`src/rtl/tid_pkg.sv`:
```
package tid_pkg;

  typedef enum logic [1:0] {
    PRIV_U = 2'd0,
    PRIV_S = 2'd1,
    PRIV_H = 2'd2,
    PRIV_M = 2'd3
  } priv_e;

  typedef struct packed {
    logic hit_sup;
    logic hit_usr;
    logic rd_en;
    logic wr_en;
    logic fault;
  } tid_dec_t;

endpackage

```
`src/rtl/tid_decode.sv`:
```
module tid_decode
  import tid_pkg::*;
#(
  parameter int ADDR_W = 12,
  parameter logic [ADDR_W-1:0] SUP_ADDR = 12'h580,
  parameter logic [ADDR_W-1:0] USR_ADDR = 12'hC80
) (
  input  logic              req_i,
  input  logic [ADDR_W-1:0] addr_i,
  input  logic              we_i,
  input  priv_e             priv_i,
  input  logic              perm_i,
  output tid_dec_t          dec_o
);

  logic sup_ok;

  always_comb begin
    sup_ok        = (priv_i >= PRIV_S) && perm_i;
    dec_o.hit_sup = req_i && (addr_i == SUP_ADDR);
    dec_o.hit_usr = req_i && (addr_i == USR_ADDR);
    dec_o.fault   = (dec_o.hit_sup && !sup_ok) || (dec_o.hit_usr && we_i);
    dec_o.rd_en   = (dec_o.hit_sup && sup_ok) || (dec_o.hit_usr && !we_i);
    dec_o.wr_en   = dec_o.hit_sup && sup_ok && we_i;
  end

  always_comb begin
    if (dec_o.wr_en) begin
      assert (!dec_o.fault) else $error("p_write_not_faulted_r2");
    end
  end

endmodule

```
`src/rtl/tid_store.sv`:
```
module tid_store #(
  parameter int XLEN = 32,
  localparam int CLEN = 2 * XLEN + 1
) (
  input  logic            clk,
  input  logic            rst,
  input  logic            wr_en_i,
  input  logic            wr_cap_i,
  input  logic [CLEN-1:0] wdata_i,
  output logic            tag_q,
  output logic [XLEN-1:0] meta_q,
  output logic [XLEN-1:0] addr_q
);

  localparam int TAG_BIT = 2 * XLEN;

  // Only the tag carries a reset; the data halves are plain enabled flops.
  always_ff @(posedge clk) begin
    if (rst) begin
      tag_q <= 1'b0;
    end else if (wr_en_i) begin
      tag_q <= wr_cap_i ? wdata_i[TAG_BIT] : 1'b0;
    end
  end

  always_ff @(posedge clk) begin
    if (wr_en_i) begin
      addr_q <= wdata_i[XLEN-1:0];
      if (wr_cap_i) begin
        meta_q <= wdata_i[TAG_BIT-1:XLEN];
      end
    end
  end

  property p_tag_cleared_r1;
    @(posedge clk) rst |=> (tag_q == 1'b0);
  endproperty
  assert property (p_tag_cleared_r1);

  property p_cap_write_r3;
    @(posedge clk) disable iff (rst)
      (wr_en_i && wr_cap_i) |=>
        (tag_q == $past(wdata_i[TAG_BIT])) &&
        (meta_q == $past(wdata_i[TAG_BIT-1:XLEN])) &&
        (addr_q == $past(wdata_i[XLEN-1:0]));
  endproperty
  assert property (p_cap_write_r3);

  property p_int_write_clears_tag_r4;
    @(posedge clk) disable iff (rst)
      (wr_en_i && !wr_cap_i) |=>
        (!tag_q && (addr_q == $past(wdata_i[XLEN-1:0])));
  endproperty
  assert property (p_int_write_clears_tag_r4);

endmodule

```
`src/rtl/tid_readmux.sv`:
```
module tid_readmux #(
  parameter int XLEN = 32,
  localparam int CLEN = 2 * XLEN + 1
) (
  input  logic            rd_en_i,
  input  logic            cap_i,
  input  logic            tag_i,
  input  logic [XLEN-1:0] meta_i,
  input  logic [XLEN-1:0] addr_i,
  output logic [CLEN-1:0] rdata_o
);

  always_comb begin
    if (!rd_en_i) begin
      rdata_o = '0;
    end else if (cap_i) begin
      rdata_o = {tag_i, meta_i, addr_i};
    end else begin
      rdata_o = {{(XLEN + 1){1'b0}}, addr_i};
    end
  end

endmodule

```
`src/rtl/tid_csr_unit.sv`:
```
module tid_csr_unit
  import tid_pkg::*;
#(
  parameter int XLEN = 32,
  parameter int ADDR_W = 12,
  parameter logic [ADDR_W-1:0] SUP_ADDR = 12'h580,
  parameter logic [ADDR_W-1:0] USR_ADDR = 12'hC80,
  localparam int CLEN = 2 * XLEN + 1
) (
  input  logic              clk,
  input  logic              rst,
  input  logic              csr_req_i,
  input  logic [ADDR_W-1:0] csr_addr_i,
  input  logic              csr_we_i,
  input  logic              csr_cap_i,
  input  logic [1:0]        csr_priv_i,
  input  logic              csr_sysperm_i,
  input  logic [CLEN-1:0]   csr_wdata_i,
  output logic [CLEN-1:0]   csr_rdata_o,
  output logic              csr_illegal_o
);

  tid_dec_t        dec;
  logic            tag_q;
  logic [XLEN-1:0] meta_q;
  logic [XLEN-1:0] addr_q;

  tid_decode #(
    .ADDR_W  (ADDR_W),
    .SUP_ADDR(SUP_ADDR),
    .USR_ADDR(USR_ADDR)
  ) u_decode (
    .req_i (csr_req_i),
    .addr_i(csr_addr_i),
    .we_i  (csr_we_i),
    .priv_i(priv_e'(csr_priv_i)),
    .perm_i(csr_sysperm_i),
    .dec_o (dec)
  );

  tid_store #(.XLEN(XLEN)) u_store (
    .clk     (clk),
    .rst     (rst),
    .wr_en_i (dec.wr_en),
    .wr_cap_i(csr_cap_i),
    .wdata_i (csr_wdata_i),
    .tag_q   (tag_q),
    .meta_q  (meta_q),
    .addr_q  (addr_q)
  );

  tid_readmux #(.XLEN(XLEN)) u_rmux (
    .rd_en_i(dec.rd_en),
    .cap_i  (csr_cap_i),
    .tag_i  (tag_q),
    .meta_i (meta_q),
    .addr_i (addr_q),
    .rdata_o(csr_rdata_o)
  );

  assign csr_illegal_o = dec.fault;

  property p_sup_gated_r2;
    @(posedge clk) disable iff (rst)
      (csr_req_i && (csr_addr_i == SUP_ADDR) &&
       ((csr_priv_i == 2'd0) || !csr_sysperm_i))
      |-> (csr_illegal_o && (csr_rdata_o == '0));
  endproperty
  assert property (p_sup_gated_r2);

  property p_illegal_keeps_tag_r2;
    @(posedge clk) disable iff (rst)
      (csr_illegal_o && csr_we_i) |=> $stable(tag_q);
  endproperty
  assert property (p_illegal_keeps_tag_r2);

  property p_mirror_cap_r6;
    @(posedge clk) disable iff (rst)
      (csr_req_i && !csr_we_i && csr_cap_i && (csr_addr_i == USR_ADDR))
      |-> (!csr_illegal_o && (csr_rdata_o == {tag_q, meta_q, addr_q}));
  endproperty
  assert property (p_mirror_cap_r6);

  property p_user_write_illegal_r7;
    @(posedge clk) disable iff (rst)
      (csr_req_i && csr_we_i && (csr_addr_i == USR_ADDR)) |-> csr_illegal_o;
  endproperty
  assert property (p_user_write_illegal_r7);

  property p_other_quiet_r8;
    @(posedge clk) disable iff (rst)
      (csr_req_i && (csr_addr_i != SUP_ADDR) && (csr_addr_i != USR_ADDR))
      |-> (!csr_illegal_o && (csr_rdata_o == '0));
  endproperty
  assert property (p_other_quiet_r8);

  property p_idle_quiet_r10;
    @(posedge clk) disable iff (rst)
      !csr_req_i |-> (!csr_illegal_o && (csr_rdata_o == '0));
  endproperty
  assert property (p_idle_quiet_r10);

endmodule

```
`config.mk`:
```
export PLATFORM = sky130hd
export DESIGN_NAME = tid_csr_unit
export DESIGN_NICKNAME = d
export VERILOG_FILES = /design/src/rtl/tid_pkg.sv /design/src/rtl/tid_decode.sv /design/src/rtl/tid_store.sv /design/src/rtl/tid_readmux.sv /design/src/rtl/tid_csr_unit.sv
export SDC_FILE = /design/constraint.sdc
export NUM_CORES = 1
export LEC_CHECK = 0
export BUFFER_PORTS_ARGS = -buffer_cell sky130_fd_sc_hd__buf_2
export CORE_MARGIN = 2
export CORE_UTILIZATION = 40
export CTS_BUF_LIST = sky130_fd_sc_hd__clkbuf_8
export CTS_CLUSTER_DIAMETER = 150
export DETAILED_ROUTE_END_ITERATION = 10
export GPL_TIMING_DRIVEN = 0
export PLACE_DENSITY = 0.8
export SLEW_MARGIN = 20
export SYNTH_ARGS = -nofsm -noshare
export SYNTH_HDL_FRONTEND = slang
export SYNTH_HIERARCHICAL = 1
export SYNTH_SLANG_ARGS = --single-unit
```
`constraint.sdc`:
```
create_clock -name clk -period 4.95 [get_ports clk]
set_input_delay 1.2375 -clock clk [delete_from_list [all_inputs] [get_ports clk]]
set_output_delay 1.2375 -clock clk [all_outputs]
set_load 0.01 [all_outputs]
```
==> summary.txt, run 1 <==
GPL Wtd Cong - 0.739
CP Max Fanout - 10
Post-route ant nets - 0
CP max stage delay - 560 ps
Flop2flop setup slack - 4380 ps
Crit path buffers/inverters - 4
Hold Path Depth - 2
RR Startpoint - u_store/tag_q
CTS-repair resized insts - 0
Reg clk slew, reported paths - 60 ps
Fin cells - 404
Status - finished, final reports clean
Worst reg2reg path depth - 2
DR vias - 1,856
P per Cell Area - 294 mW/mm2
Antenna fix cells - 0
Rows - 29
Gr usage total - 16.4%
IO buf count - 150
Post-DR vias/cell - 4.59
Postcts setup bufs - 0
Post-layout util - 57.8%
H-tree levels - 3
GR Util met1 - 18.5%
Final WS setup - 882 ps
Core footprint - 0.00628 mm2
Logic pwr share - 3.9%
Clk pwr share - 39.6%
Part of the cycle the worst path needs - 82.2%
CP top delay family - simple AND/OR/NAND/NOR gates
Placed instance count - 388
Setup slack at placement - 871 ps
Die W - 84.0 um
Syn Std Cell Area - 0.00256 mm2
Critical Setup Path Class - input port to output port
Synth warn - 6
Full die area - 0.00705 mm2
Final Power - 1.07 mW
# DRC - 0
Worst slew margin - 53.1%
Area grow syn2layout - 41.9%
Maxcap violations - 0
CP Capture Type - output port
Minimum clock period - 4070 ps
Ports - 151
Share of cells above drive strength 1 - 55.4%
Die height - 84.0 um
Sw frac - 19.8%
Clock sinks - 65
CP startpoint kind - input port
Initial antenna violation count - 0
GRT busiest layer - met2
Hold-fix buffers, CTS - 0
Layout Nets - 407
Placed cell areas - 0.00344 mm2
Detailed Place HPWL - 4160 um
Final hold slack - 480 ps
WL per Instance - 13.6 um
DR pass1 iterations - 4
Global-route wire length before repair - 8890 um
Sequential cell fraction of total power - 56.5%
Initial Util - 40.7%
Crit path cell chain - buf_2 -> or4_4 -> nor3_1 -> buf_6 -> buf_6 -> and3_1 -> buf_2
Fin Setup TNS - 0 ps
Skew-Pair Late Insertion Delay - 330 ps
CP Data Required Time - 3710 ps
Vias in the first global route - 1,884
Data arrival, critical path - 2830 ps
Post-Synthesis Cells - 158
Syn Area/Cell - 16.2 um2
Slew Limit Fails - 0
Hold Fails Final Rpt - 0
Pin slew with the least headroom to its limit - 703 ps
P_sw - 211 uW
P_int - 857 uW
Post-Syn Nets - 243
CTS max path bufs - 2
RSZ-0062 raised after global routing - no
Clock root buffer - clkbuf_8
Fmax - 0.246 GHz
Hold path start - u_store/tag_q
Hold crit path type - flip-flop to flip-flop
Total CTS buffers - 9
VDD IR-drop max - 0.285 mV
Met2 Usage GRT - 28.2%
Worst-case hold path end point - u_store/tag_q
Crit-path slowest cell - or4_4
Worst setup path start - csr_addr_i[1]
Worst r2r dst - u_store/tag_q
# setup viols final - 0
Pin count of the biggest net entering global routing - 33
Grt ovf - 0
Post-route design area - 0.00363 mm2
Met3 global-route usage - 5.14%
Overall routed net length - 5490 um
Static leakage - 1.78 nW
CTS tree - yes
Iter 0 DRT Violations - 42
Setup Skew - 0 ps
-- layout by cell type (no fill, tap or decap), drive strengths merged --
cell      count
clkbuf        9
nand4         1
buf         163
a21oi         1
nor2          1
edfxtp       64
clkinvlp      2
and3         33
clkinv        3
a211oi        1
or4           1
dfxtp         1
nand2b        4
nor3b         1
o21ai         1
and2         33
nand3         1
nand3b        1
nor3          1
bufinv        1
nor4          1
inv           1
o211ai        1
o22a          1
-- cell type report --
| cell class | instances | area (um2) |
|---|---|---|
| plain buffers | 10 | 80.1 |
| clock buffers | 9 | 124 |
| clock inverters | 7 | 62.6 |
| fillers | 534 | 2650 |
| multi-input cells | 83 | 544 |
| flip-flops and latches | 65 | 1940 |
| well taps | 77 | 96.3 |
| repair buffers | 153 | 781 |
-- metal layers --
metal,part of all wire (%),routed length (um),up-vias
li1,-,-,913
met1,40,2190,846
met2,51,2790,86
met3,7.3,402,11
met4,2.0,110,0
met5,0,0,-
-- flip-flops by register name (all words and copies together) (netlist names) --
| register | flops |
|---|---|
| u_store/meta_q | 32 |
| u_store/addr_q | 32 |
| u_store/tag_q | 1 |
-- worst reg2reg max path: stages (launching register included) --
cell      delay [ps]
dfxtp_1          330
nand2b_1          70
a21oi_2          110
-- power by group through the flow --
stage	Sequential, mW	Clock [mW]	Combinational, mW
2_1_floorplan	0.616	0	0.00616
3_3_place_gp	0.616	0	0.0388
3_5_place_dp	0.616	0	0.0418
4_1_cts	0.604	0.433	0.0420
5_1_grt	0.603	0.454	0.0467
6_report	0.604	0.423	0.0413
-- how the worst max path moves through the flow --
stage / to / cells after the start
3_3_place_gp: u_store/meta_q[27] / 4
6_report: csr_rdata_o[50] / 7
5_1_grt: csr_rdata_o[50] / 7
2_1_floorplan: u_store/meta_q[0] / 3
3_5_place_dp: csr_rdata_o[50] / 7
4_1_cts: csr_rdata_o[50] / 7
(Power assumes the default switching activity.)
==> run 2: changes to the inputs <==
==> constraint.sdc (replaced) <==
create_clock -name clk -period 3.6 [get_ports clk]
set_input_delay 0.9 -clock clk [delete_from_list [all_inputs] [get_ports clk]]
set_output_delay 0.9 -clock clk [all_outputs]
set_load 0.01 [all_outputs]
==> run 2 against run 1 <==
Clock skew is the same. Cell count shrank 0.25%. Flip-flop and latch count unchanged. Combinational power up 38%. Clock power is 35% higher. Highest routed layer unchanged.
==> summary.txt, run 2 (same netlist as run 1, synthesis figures left out) <==
Overall routed net length - 5290 um (-3.8%)
Slew Limit Fails - 0 (unchanged)
Post-route ant nets - 0 (unchanged)
CP startpoint kind - input port
CTS-repair resized insts - 0 (unchanged)
CP Capture Type - output port
Share of cells above drive strength 1 - 55.2% (-0.14 points)
Setup Skew - 0 ps (unchanged)
Rows - 29 (unchanged)
Pin slew with the least headroom to its limit - 693 ps (-10.3 ps)
GPL Wtd Cong - 0.804 (+8.8%)
Fmax - 0.297 GHz
Clock root buffer - clkbuf_8
Setup slack at placement - 223 ps (-648 ps)
Gr usage total - 15.7% (-0.71 points)
Post-layout util - 57.6% (-0.18 points)
VDD IR-drop max - 0.348 mV (+22%)
Skew-Pair Late Insertion Delay - 320 ps (about the same)
Static leakage - 1.77 nW (-0.35%)
Global-route wire length before repair - 8520 um (-4.2%)
Initial antenna violation count - 0 (unchanged)
IO buf count - 150 (unchanged)
Hold-fix buffers, CTS - 0 (unchanged)
Core footprint - 0.00628 mm2 (unchanged)
Maxcap violations - 0 (unchanged)
Postcts setup bufs - 0 (unchanged)
Placed instance count - 387 (-0.26%)
Worst slew margin - 53.8% (+0.68 points)
Layout Nets - 406 (-0.25%)
Data arrival, critical path - 2470 ps (-360 ps)
Status - finished, final reports clean
CTS tree - yes
Post-DR vias/cell - 4.54 (-1.1%)
Commonest non-fill, non-tap cell in the layout - buf_2
Full die area - 0.00705 mm2 (unchanged)
Antenna fix cells - 0 (unchanged)
Hold crit path type - flip-flop to flip-flop
CP Max Fanout - 10 (unchanged)
Reg clk slew, reported paths - 60 ps (about the same)
H-tree levels - 3 (unchanged)
DR vias - 1,831 (-1.3%)
Die W - 84.0 um (unchanged)
Fillers - 527 (-1.3%)
RSZ-0062 raised after global routing - no
Total CTS buffers - 9 (unchanged)
Area of the multi-input gates - 544 um2 (unchanged)
Iter 0 DRT Violations - 61 (+45%)
Largest regs - u_store/addr_q (32), u_store/meta_q (32), u_store/tag_q (1)
Detailed Place HPWL - 4060 um (-2.3%)
Minimum clock period - 3370 ps
Most frequent cells in the layout - buf_2 (154), edfxtp_1 (64), and3_1 (33)
Pin count of the biggest net entering global routing - 33 (unchanged)
DR pass1 iterations - 5 (+1)
CP Data Required Time - 2700 ps (-1010 ps)
Vias in the first global route - 1,858 (-1.4%)
Final WS setup - 228 ps (-654 ps)
Area grow syn2layout - 41.5%
# DRC - 0 (unchanged)
Hold Fails Final Rpt - 0 (unchanged)
Clock sinks - 65 (unchanged)
CTS max path bufs - 2 (unchanged)
Fin Setup TNS - 0 ps (unchanged)
Initial Util - 40.7% (unchanged)
# setup viols final - 0 (unchanged)
Fin cells - 403 (-0.25%)
P per Cell Area - 403 mW/mm2 (+37%)
Grt ovf - 0 (unchanged)
Critical Setup Path Class - input port to output port
Die height - 84.0 um (unchanged)
Final hold slack - 474 ps (-6.45 ps)
WL per Instance - 13.1 um (-3.5%)
Sequential Area - 0.00194 mm2 (unchanged)
Ports - 151 (unchanged)
Part of the cycle the worst path needs - 93.7%
run 2: changes by cell type in the layout (fill, tap and decap cells not counted):
cell,delta
buf_6,-1
run 2: worst max-delay path: stages:
cell and delay (ps):
buf_2 90, or4_4 560, nor3_1 280, buf_6 200, buf_6 140, and3_1 160, buf_2 130
run 2: power breakdown:
| part | internal (mW) | total, mW | switching, mW |
|---|---|---|---|
| logic | 0.0359 | 0.0570 | 0.0211 |
| registers | 0.830 | 0.830 | 0.00000419 |
| clock network | 0.312 | 0.572 | 0.260 |
| total | 1.18 | 1.46 | 0.281 |
run 2: routing by layer:
metal  part of all wire, %  global-route usage, %  vias to the layer above  routed length, um
li1                      -                      -                      910                  -
met1                    39                   17.5                      823               2050
met2                    51                   27.1                       88               2700
met3                   8.6                   5.54                       10                454
met4                   1.5                   6.89                        0                 81
met5                     0                      0                        -                  0
run 2: path summary, 6_finish.rpt:
path	cells after the start	start	slack, ps	endpoint
max	7	csr_addr_i[1]	230	csr_rdata_o[55]
max reg2reg	2	u_store/tag_q	3040	u_store/tag_q
min	2	u_store/tag_q	470	u_store/tag_q
min reg2reg	2	u_store/tag_q	470	u_store/tag_q
run 2: final cells by class:
| class | count | area share [%] |
|---|---|---|
| Clock buffer | 9 | 3.42 |
| Timing Repair Buffer | 152 | 21.3 |
| Tap cell | 77 | 2.66 |
| Clock inverter | 7 | 1.73 |
| Sequential cell | 65 | 53.7 |
| Buffer | 10 | 2.21 |
| Multi-Input combinational cell | 83 | 15.0 |
run 2: metrics by stage:
| step | area [um2] | power (mW) |
|---|---|---|
| detailed placement | 3430 | 0.904 |
| finish | 3620 | 1.46 |
| global route | 3620 | 1.52 |
| floorplan | 2570 | 0.856 |
| CTS | 3620 | 1.48 |
| global placement | 3410 | 0.901 |
==> run 3: changes to the inputs <==
--- a/config.mk
+++ b/config.mk
@@ -12,9 +12,8 @@
 export CTS_CLUSTER_DIAMETER = 150
 export DETAILED_ROUTE_END_ITERATION = 10
 export GPL_TIMING_DRIVEN = 0
-export PLACE_DENSITY = 0.8
+export PLACE_DENSITY = 0.81
 export SLEW_MARGIN = 20
 export SYNTH_ARGS = -nofsm -noshare
 export SYNTH_HDL_FRONTEND = slang
-export SYNTH_HIERARCHICAL = 1
 export SYNTH_SLANG_ARGS = --single-unit
==> run 3 against run 2 <==
Synthesized area down 1.1%. Sequential power about the same. Setup slack better by 110 ps. Worst hold slack better by 10 ps. Global-route usage up 0.16 points. Combinational power down 2%. Clock skew unchanged. Flip-flop and latch count unchanged. Maximum frequency up 3.3%. Register-to-register slack about the same. Highest routed layer unchanged.
==> summary.txt, run 3 <==
GPL Wtd Cong - 0.784 (-2.5%)
Post-Syn Nets - 244 (+0.41%)
Data arrival, critical path - 2360 ps (-110 ps)
WL per Instance - 13.4 um (+2.5%)
Core footprint - 0.00603 mm2 (-4.0%)
Antenna fix cells - 0 (unchanged)
Area leader, netlist - edfxtp_1
Logic pwr share - 3.8% (about the same)
CP Max Fanout - 10 (unchanged)
Post-DR vias/cell - 4.65 (+2.4%)
Largest regs - u_store.addr_q (32), u_store.meta_q (32), u_store.tag_q (1)
Crit-path slowest cell - o21ba_1
Sequential cell fraction of total power - 56.1% (-0.8 points)
Rows - 28 (-3.4%)
DR vias - 1,866 (+1.9%)
Clock root buffer - clkbuf_8
Number of synthesized flops with an enable pin - 64
P_sw - 296 uW (+5.4%)
CTS tree - yes
Post-synthesis cell type count - 22
CTS max path bufs - 2 (unchanged)
Layout Nets - 406 (unchanged)
RSZ-0062 raised after global routing - no
VDD IR-drop max - 0.269 mV (-23%)
Setup slack at placement - 316 ps (+93.3 ps)
Post-route ant nets - 0 (unchanged)
Ports - 151 (unchanged)
Die height - 83.5 um (-0.54%)
Pin slew with the least headroom to its limit - 645 ps (-47.6 ps)
# DRC - 0 (unchanged)
P per Cell Area - 410 mW/mm2 (+1.8%)
Initial antenna violation count - 0 (unchanged)
Part of the cycle the worst path needs - 90.7% (-3.0 points)
Gr usage total - 15.8% (+0.16 points)
Cell mode on critical path - buf_2
Share of cells above drive strength 1 - 54.3% (-0.92 points)
CP max stage delay - 260 ps (-300 ps)
Commonest non-fill, non-tap cell in the layout - buf_2
Hold Fails Final Rpt - 0 (unchanged)
# setup viols final - 0 (unchanged)
Fmax - 0.306 GHz (+3.3%)
Crit path cell chain - buf_2 -> nor4_2 -> nand3_1 -> o21ba_1 -> buf_4 -> clkbuf_2 -> and3_1 -> buf_2
Most frequent cells in the layout - buf_2 (150), edfxtp_1 (64), and3_1 (33)
CP startpoint kind - input port
CP Capture Type - output port
Post-Synthesis Cells - 159 (+0.63%)
CTS-repair resized insts - 0 (unchanged)
P_int - 1.18 mW (+0.39%)
H-tree levels - 3 (unchanged)
Critical Setup Path Class - input port to output port
Status - finished, final reports clean
Total CTS buffers - 9 (unchanged)
Sequential fraction of the synthesis area - 76.8%
Worst slew margin - 56.9% (+3.1 points)
Slew Limit Fails - 0 (unchanged)
Maxcap violations - 0 (unchanged)
Iter 0 DRT Violations - 63 (+3.3%)
Static leakage - 1.78 nW (+0.51%)
Die W - 83.5 um (-0.54%)
Postcts setup bufs - 0 (unchanged)
Detailed Place HPWL - 4140 um (+1.8%)
DR pass1 iterations - 6 (+1)
Grt ovf - 0 (unchanged)
Initial Util - 42.0% (+1.2 points)
Count leader, synth - edfxtp_1
Clk pwr share - 40.1% (+0.9 points)
Area grow syn2layout - 42.5%
Largest cells by area after synthesis - edfxtp_1 (76%), and3_1 (8.2%), and2_1 (7.9%), clkbuf_2 (0.99%), nand3b_1 (0.89%)
Post-layout util - 59.8% (+2.2 points)
Syn Std Cell Area - 0.00253 mm2 (-1.1%)
CP Data Required Time - 2700 ps (about the same)
IO buf count - 150 (unchanged)
Post-synth top area share - 76.0%
Fin Setup TNS - 0 ps (unchanged)
Reg clk slew, reported paths - 80 ps (+20 ps)
Vias in the first global route - 1,888 (+1.6%)
Final hold slack - 484 ps (+10.5 ps)
Clock sinks - 65 (unchanged)
Commonest cells post-synth - edfxtp_1 (64), and3_1 (33), and2_1 (32), clkbuf_2 (5), clkbuf_1 (4)
Synth warn - 0 (-6)
Sw frac - 20.0% (+0.76 points)
Async set-or-reset flop fraction in the synthesized netlist - 0%
Hold crit path type - flip-flop to flip-flop
Most used DFF post-synth - edfxtp_1
Overall routed net length - 5390 um (+2.0%)
Final Power - 1.48 mW (+1.3%)
Synthesized flop and latch total - 65
Full die area - 0.00697 mm2 (-1.1%)
Global-route wire length before repair - 8480 um (-0.48%)
Syn Area/Cell - 15.9 um2 (-1.7%)
Setup Skew - 0 ps (unchanged)
Pin count of the biggest net entering global routing - 33 (unchanged)
Minimum clock period - 3260 ps (-109 ps)
Final WS setup - 336 ps (+109 ps)
Hold-fix buffers, CTS - 0 (unchanged)
Skew-Pair Late Insertion Delay - 340 ps (+20 ps)
## run 3: worst paths after layout
kind / end / depth (start not counted) / start / slack, ps
setup / recovery: csr_rdata_o[60] / 8 / csr_addr_i[6] / 340
hold / removal: u_store.tag_q / 2 / u_store.tag_q / 480
setup reg to reg: u_store.tag_q / 2 / u_store.tag_q / 3030
hold reg to reg: u_store.tag_q / 2 / u_store.tag_q / 480
## run 3: cell type report
class | count | area (um2)
clock inverters | 7 | 71.3
flip-flops and latches | 65 | 1940
inverters | 2 | 7.51
multi-input cells | 82 | 539
clock buffers | 9 | 124
well taps | 75 | 93.8
fillers | 510 | 2420
repair buffers | 151 | 778
plain buffers | 10 | 47.5
## run 3: per-layer routing
layer | up-vias | global-route usage, % | wire length [um]
met5 | - | 0 | 0
met4 | 0 | 9.24 | 149
met3 | 14 | 5.34 | 516
met2 | 106 | 26.2 | 2650
met1 | 838 | 17.9 | 2080
li1 | 908 | - | -
## run 3: power by group through the flow
stage	logic, mW	clock network [mW]	registers [mW]
after floorplan	0.00735	0	0.847
after global placement	0.0527	0	0.847
after detailed placement	0.0560	0	0.847
after CTS	0.0561	0.613	0.830
after global routing	0.0624	0.646	0.829
final	0.0556	0.593	0.830
## run 3: logic make-up (layout without fill, tap and decap cells)
logic type / after synthesis / after routing / synth area share [%]
and+or+nand+nor: 78 / 78 / 19.8
DFF: 65 / 65 / 76.8
buffers and inverters: 12 / 179 / 2.18
AOI/OAI and AO/OA: 3 / 3 / 0.791
muxes: 1 / 1 / 0.396
## run 3: per-stage QoR
stage / std cells / instance area [um2]
finish: 401 / 3600
global route: 401 / 3600
CTS: 401 / 3600
detailed placement: 385 / 3410
global placement: 384 / 3380
floorplan: 159 / 2530
## run 3: critical path, delay by kind of cell
family	cells	cell delay, ps
AND/OR/NAND/NOR	3	570
buffers and inverters	4	620
AO/OA/AOI/OAI	1	260
